`src/rtl/flowhash_pkg.sv`:
```
package flowhash_pkg;
    localparam int KEY_W  = 112;
    localparam int ADDR_W = 21;
    localparam int SIG_W  = 42;
    localparam logic [ADDR_W-1:0] ADDR_POLY      = 21'h1A4C2D;
    localparam logic [SIG_W-1:0]  SIG_POLY       = 42'h1D19C4B7A35;
    localparam logic [ADDR_W-1:0] ADDR_SEED_INIT = '1;
    localparam logic [SIG_W-1:0]  SIG_SEED_INIT  = '1;

    typedef struct packed {
        logic [31:0] src_ip;
        logic [31:0] dst_ip;
        logic [15:0] src_port;
        logic [15:0] dst_port;
        logic [7:0]  proto;
        logic [7:0]  tos;
    } flow_key_t;
endpackage

```
`src/rtl/crc_unit.sv`:
```
module crc_unit #(
    parameter int          DATA_W = 112,
    parameter int          W      = 21,
    parameter logic [W-1:0] POLY  = '1
) (
    input  logic [DATA_W-1:0] data,
    input  logic [W-1:0]      seed,
    output logic [W-1:0]      crc
);
    logic [W-1:0] acc;
    logic         fb;

    always_comb begin
        acc = seed;
        fb  = 1'b0;
        for (int i = DATA_W - 1; i >= 0; i--) begin
            fb  = acc[W-1] ^ data[i];
            acc = {acc[W-2:0], 1'b0};
            if (fb) acc = acc ^ POLY;
        end
        crc = acc;
    end
endmodule

```
`src/rtl/seed_store.sv`:
```
module seed_store #(
    parameter int              AW        = 21,
    parameter int              SW        = 42,
    parameter logic [AW-1:0]   AINIT     = '1,
    parameter logic [SW-1:0]   SINIT     = '1
) (
    input  logic          clk,
    input  logic          rst_n,
    input  logic          we,
    input  logic          sel,
    input  logic [SW-1:0] wdata,
    output logic [AW-1:0] addr_seed,
    output logic [SW-1:0] sig_seed
);
    typedef struct packed {
        logic [AW-1:0] a;
        logic [SW-1:0] s;
    } seeds_t;

    seeds_t seeds_d, seeds_q;

    always_comb begin
        seeds_d = seeds_q;
        if (we) begin
            if (sel) seeds_d.s = wdata;
            else     seeds_d.a = wdata[AW-1:0];
        end
    end

    always_ff @(posedge clk or negedge rst_n) begin
        if (!rst_n) begin
            seeds_q.a <= AINIT;
            seeds_q.s <= SINIT;
        end else begin
            seeds_q <= seeds_d;
        end
    end

    assign addr_seed = seeds_q.a;
    assign sig_seed  = seeds_q.s;


    seed_keep_chk: assert property (@(posedge clk) disable iff (!rst_n)
        !we |=> $stable(seeds_q));


    seed_other_chk: assert property (@(posedge clk) disable iff (!rst_n)
        (we && sel) |=> $stable(seeds_q.a));
endmodule

```
`src/rtl/flow_hash_dual.sv`:
```
module flow_hash_dual
    import flowhash_pkg::*;
#(
    parameter int                 AW        = ADDR_W,
    parameter int                 SW        = SIG_W,
    parameter logic [AW-1:0]      A_POLY    = ADDR_POLY,
    parameter logic [SW-1:0]      S_POLY    = SIG_POLY,
    parameter logic [AW-1:0]      A_INIT    = ADDR_SEED_INIT,
    parameter logic [SW-1:0]      S_INIT    = SIG_SEED_INIT
) (
    input  logic          clk,
    input  logic          rst_n,
    input  logic          in_valid,
    output logic          in_ready,
    input  logic [31:0]   src_ip,
    input  logic [31:0]   dst_ip,
    input  logic [15:0]   src_port,
    input  logic [15:0]   dst_port,
    input  logic [7:0]    proto,
    input  logic [7:0]    tos,
    input  logic          cfg_we,
    input  logic          cfg_sel,
    input  logic [SW-1:0] cfg_data,
    output logic          out_valid,
    input  logic          out_ready,
    output logic [AW-1:0] out_addr,
    output logic [SW-1:0] out_sig
);
    typedef struct packed {
        logic          vld;
        logic [AW-1:0] addr;
        logic [SW-1:0] sig;
    } res_t;

    flow_key_t     key;
    logic [AW-1:0] a_seed, a_crc;
    logic [SW-1:0] s_seed, s_crc;
    logic          accept;
    res_t          res_d, res_q;

    assign key = '{src_ip: src_ip, dst_ip: dst_ip, src_port: src_port,
                   dst_port: dst_port, proto: proto, tos: tos};

    seed_store #(.AW(AW), .SW(SW), .AINIT(A_INIT), .SINIT(S_INIT)) i_seeds (
        .clk(clk), .rst_n(rst_n), .we(cfg_we), .sel(cfg_sel), .wdata(cfg_data),
        .addr_seed(a_seed), .sig_seed(s_seed)
    );

    crc_unit #(.DATA_W(KEY_W), .W(AW), .POLY(A_POLY)) i_crc_addr (
        .data(key), .seed(a_seed), .crc(a_crc)
    );

    crc_unit #(.DATA_W(KEY_W), .W(SW), .POLY(S_POLY)) i_crc_sig (
        .data(key), .seed(s_seed), .crc(s_crc)
    );

    assign in_ready = !res_q.vld || out_ready;
    assign accept   = in_valid && in_ready;

    always_comb begin
        res_d = res_q;
        if (accept) begin
            res_d.vld  = 1'b1;
            res_d.addr = a_crc;
            res_d.sig  = s_crc;
        end else if (out_ready) begin
            res_d.vld = 1'b0;
        end
    end

    always_ff @(posedge clk or negedge rst_n) begin
        if (!rst_n) res_q <= '0;
        else        res_q <= res_d;
    end

    assign out_valid = res_q.vld;
    assign out_addr  = res_q.addr;
    assign out_sig   = res_q.sig;


    accept_lat_chk: assert property (@(posedge clk) disable iff (!rst_n)
        (in_valid && in_ready) |=> out_valid);


    hold_stable_chk: assert property (@(posedge clk) disable iff (!rst_n)
        (out_valid && !out_ready) |=> (out_valid && $stable(out_addr) && $stable(out_sig)));


    idle_drop_chk: assert property (@(posedge clk) disable iff (!rst_n)
        (out_ready && !in_valid) |=> !out_valid);


    no_stall_chk: assert property (@(posedge clk) disable iff (!rst_n)
        out_ready |-> in_ready);
endmodule

```
`config.mk`:
```
export PLATFORM = sky130hd
export DESIGN_NAME = flow_hash_dual
export DESIGN_NICKNAME = d
export VERILOG_FILES = /design/src/rtl/flowhash_pkg.sv /design/src/rtl/crc_unit.sv /design/src/rtl/seed_store.sv /design/src/rtl/flow_hash_dual.sv
export SDC_FILE = /design/constraint.sdc
export NUM_CORES = 1
export LEC_CHECK = 0
export ABC_AREA = 0
export BUFFER_PORTS_ARGS = -buffer_cell sky130_fd_sc_hd__buf_2
export CAP_MARGIN = 20
export CORE_ASPECT_RATIO = 1.2
export CORE_MARGIN = 4
export CORE_UTILIZATION = 31
export CTS_CLUSTER_DIAMETER = 100
export DETAILED_ROUTE_END_ITERATION = 8
export PLACE_DENSITY = 0.59
export SLEW_MARGIN = 5
export SYNTH_ARGS = -nofsm -noshare
export SYNTH_HDL_FRONTEND = slang
export SYNTH_SLANG_ARGS = --single-unit
```
`constraint.sdc`:
```
create_clock -name clk -period 14.4 [get_ports clk]
set_input_delay 4.32 -clock clk [delete_from_list [all_inputs] [get_ports clk]]
set_output_delay 4.32 -clock clk [all_outputs]
set_load 0.02 [all_outputs]
```
==> qor.csv <==
stage,metric,value,unit
critical_path,r2r_slack,150,ps
global_routing,grt_pass1_wl,213.9,mm
critical_path,cp_data_required_time,14730,ps
placement,io_buffers,224,
clock_network,tritoncts,built,
finish,area_delta_synth_final,59.94,%
floorplan,die_area,0.1290,mm²
hold_path,min_to,out_addr[0],
sta,fin_skew,16.09,ps
yosys,synth_cell_types,34,
clock_network,clockBufferDepth,2,
global_routing,track_usage,23.01,%
yosys,ys_seq_elements,127,
hold_path,holdPathStages,2,
critical_path,worstSetupStartpointType,input port,
global_routing,grt_pass1_vias,31361,
floorplan,die_height,392.6,µm
floorplan,core-area,0.1219,mm²
floorplan,die_x,328.5,µm
critical_path,cp_max_fo,6,
critical_path,cp_top_family,XOR/XNOR gates,
outcome,status,"finished, violations left",
finish,fin_nets,5025,
routing,ant_nets,0,
floorplan,start_util,31.34,%
finish,drive_gt1_share,60.78,%
yosys,syn_nets,3005,
global_routing,grt_overflow,0,
critical_path,cpPeakStageDelay,520,ps
sta,fin_ws,-2945,ps
sta,hold_violations,0,
sta,min_period,17350,ps
critical_path,crit_top_cell,xnor3_2,
clock_network,ctsHoldBuffers,0,
yosys,synth_edf_count,0,
sta,tightest_slew,899.2,ps
outcome,violations,setup timing,
global_routing,antenna_found_initial,3,
critical_path,critPathKind,input port to register,
routing,wl_per_cell,22.91,µm
floorplan,io-pin-count,225,
routing,drt_wl_total,149.2,mm
clock_network,htree_levels,4,
yosys,ys_async_sr_fraction,100.0,%
critical_path,rr_endpoint,out_sig[36],
global_routing,grt_max_degree,117,
sta,setup_viol,63,
sta,slew_headroom,40.05,%
yosys,syn_avg_cell_area,13.43,µm²
floorplan,rows,140,
placement,place_ws,-4147,ps
yosys,synthFlopType,dfrtp_1,
clock_network,clock-root-buffer,clkbuf_16,
sta,fmax,0.05765,GHz
yosys,synth_area,0.03821,mm²
routing,drtPass1Iterations,5,
critical_path,worst-r2r-cell-count,47,
placement,place_congestion,0.9972,
critical_path,critical_path_depth,47,
global_routing,use_met2,43.31,%
critical_path,cp_slowest_cell,xor3_2,
global_routing,gr-max-usage-layer,met2,
clock_network,clkSlewWorstSetupHoldPaths,70,ps
routing,viasPerCell,4.394,
critical_path,critPathBufInv,13,
yosys,ys_seq_area_share,8.524,%
routing,num_vias,28616,
critical_path,reg2reg_from,i_seeds.sig_seed[37],
sta,fin_setup_tns,-146890,ps
critical_path,crit_arrival,17680,ps
sta,rsz0062_at_grt,true,
clock_network,numCtsBuffers,17,
sta,final_max_slew_viol_count,0,
hold_path,hold_class,register to register,
clock_network,cts_sinks,127,
hold_path,min_from,out_addr[0],
routing,route.detailed.drc,0,
global_routing,met1_usage,25.83,%
clock_network,clk_latency,460,ps
routing,drt_iter0_markers,1376,
yosys,yosys_warnings,0,
yosys,syn_inst,2845,
run,drv_cap,0,
critical_path,crit_path_end_kind,register,
global_routing,grtUsageMet3,2.742,%
placement,dp_hpwl,128.5,mm
sta,period_share,120.5,%
## area by class of cell
cell class	count	area [µm²]
Fill cell	10722	60810
Clock buffer	20	489.2
Timing Repair Buffer	2039	15650
Antenna cell	2	5.005
Inverter	1	3.754
Multi-Input combinational cell	2679	39550
Clock inverter	12	117.6
Sequential cell	127	3257
Tap cell	1633	2043
## worst reg2reg max path: cells and delay by family (launching register included)
family | cells | cell delay, ps
AO/OA/AOI/OAI | 2 | 360
XOR/XNOR | 32 | 11300
buffers and inverters | 13 | 2060
flip-flops | 1 | 410
## cell families after synthesis
logic type             Yosys count  synth area share, %
AO/OA/AOI/OAI                   61               0.8449
XOR/XNOR                      2470                87.30
buffers and inverters           39               0.5403
flip-flops                     127                8.524
multiplexers                    65                1.916
AND/OR/NAND/NOR                 83               0.8744
## metal layers
| metal | wire (µm) | share of wire [%] |
|---|---|---|
| met2 | 78940 | 53 |
| met3 | 5717 | 3.8 |
| met4 | 8621 | 5.8 |
| met1 | 55950 | 37 |
| met5 | 13 | 0.0087 |
## cell usage in the layout (no fill, tap or decap), types with 2 or more instances in the layout
cell | synthesis | routed
o21ai_1 | 19 | 35
dfstp_2 | 63 | 63
nand2_2 | 0 | 2
diode_2 | 0 | 2
xor3_2 | 8 | 41
xnor3_1 | 624 | 407
xor3_1 | 86 | 53
buf_6 | 5 | 74
clkbuf_16 | 0 | 19
xnor2_1 | 1231 | 977
xnor2_4 | 22 | 136
inv_6 | 0 | 5
buf_2 | 9 | 216
dfrtp_1 | 64 | 64
o21ai_0 | 36 | 19
xor2_2 | 22 | 73
nand2b_1 | 2 | 2
buf_12 | 0 | 44
xnor3_2 | 40 | 257
nand2_1 | 73 | 70
and2_1 | 3 | 3
mux2_2 | 65 | 65
xnor2_2 | 59 | 199
xor2_1 | 373 | 275
buf_8 | 0 | 4
xnor3_4 | 2 | 2
clkinv_4 | 0 | 2
nor3_1 | 2 | 2
buf_4 | 3 | 1700
clkinvlp_4 | 0 | 2
xor2_4 | 3 | 50
o221ai_2 | 0 | 2
## registers in the layout, indices dropped and copies added (netlist names)
signal and flops:
i_seeds.sig_seed 42, out_sig 42, i_seeds.addr_seed 21, out_addr 21, out_valid 1
## stage by stage
step | std cells | util (%) | hold slack (ps) | instance area, µm²
3_5_place_dp | 6224 | 45.84 | 459.5 | 55880
3_3_place_gp | 6224 | 45.84 | 451.3 | 55880
2_1_floorplan | 2845 | - | 582.7 | 40850
4_1_cts | 6446 | 49.21 | 475.0 | 59990
5_1_grt | 6512 | 50.12 | 506.8 | 61110
6_report | 6513 | 50.13 | 473.6 | 61110
## Yosys cell counts (2+ instances only)
cell         n  area share (%)
buf_2        9            0.12
nor3_1       2           0.026
xnor3_4      2            0.14
nand2_1     73            0.72
nand2b_1     2           0.033
clkbuf_1    16            0.16
xnor3_1    624              37
xor2_1     373             8.6
o221ai_1     2           0.046
xnor3_2     40             2.5
buf_4        3           0.059
o21ai_1     19            0.25
buf_1        5           0.049
xor2_4       3            0.22
and2_1       3           0.049
dfstp_2     63             4.3
xor3_1      86             5.4
buf_6        5            0.15
dfrtp_1     64             4.2
xnor2_4     22             1.6
mux2_2      65             1.9
xnor2_2     59             2.5
xor2_2      22            0.94
xnor2_1   1231              28
o21ai_0     36            0.47
xor3_2       8            0.52
## worst max-delay path by stage
stage	endpoint	slack, ps	start
3_5_place_dp	out_sig[41]	-4150	src_ip[26]
3_3_place_gp	out_sig[41]	-4080	src_ip[26]
5_1_grt	out_sig[39]	-3210	src_ip[22]
2_1_floorplan	out_sig[29]	-3610	src_ip[29]
6_report	out_sig[36]	-2950	src_ip[30]
4_1_cts	out_sig[37]	-2820	src_ip[30]
## timing repair
item                       CTS  global route
buffers inserted           192            64
resized for setup          325            97
pin swaps                  144            56
setup endpoints to repair   63            63
Power is left out: the tool's default activity adds up to more than one toggle a clock period on the data nets, which glitch-free logic cannot reach.
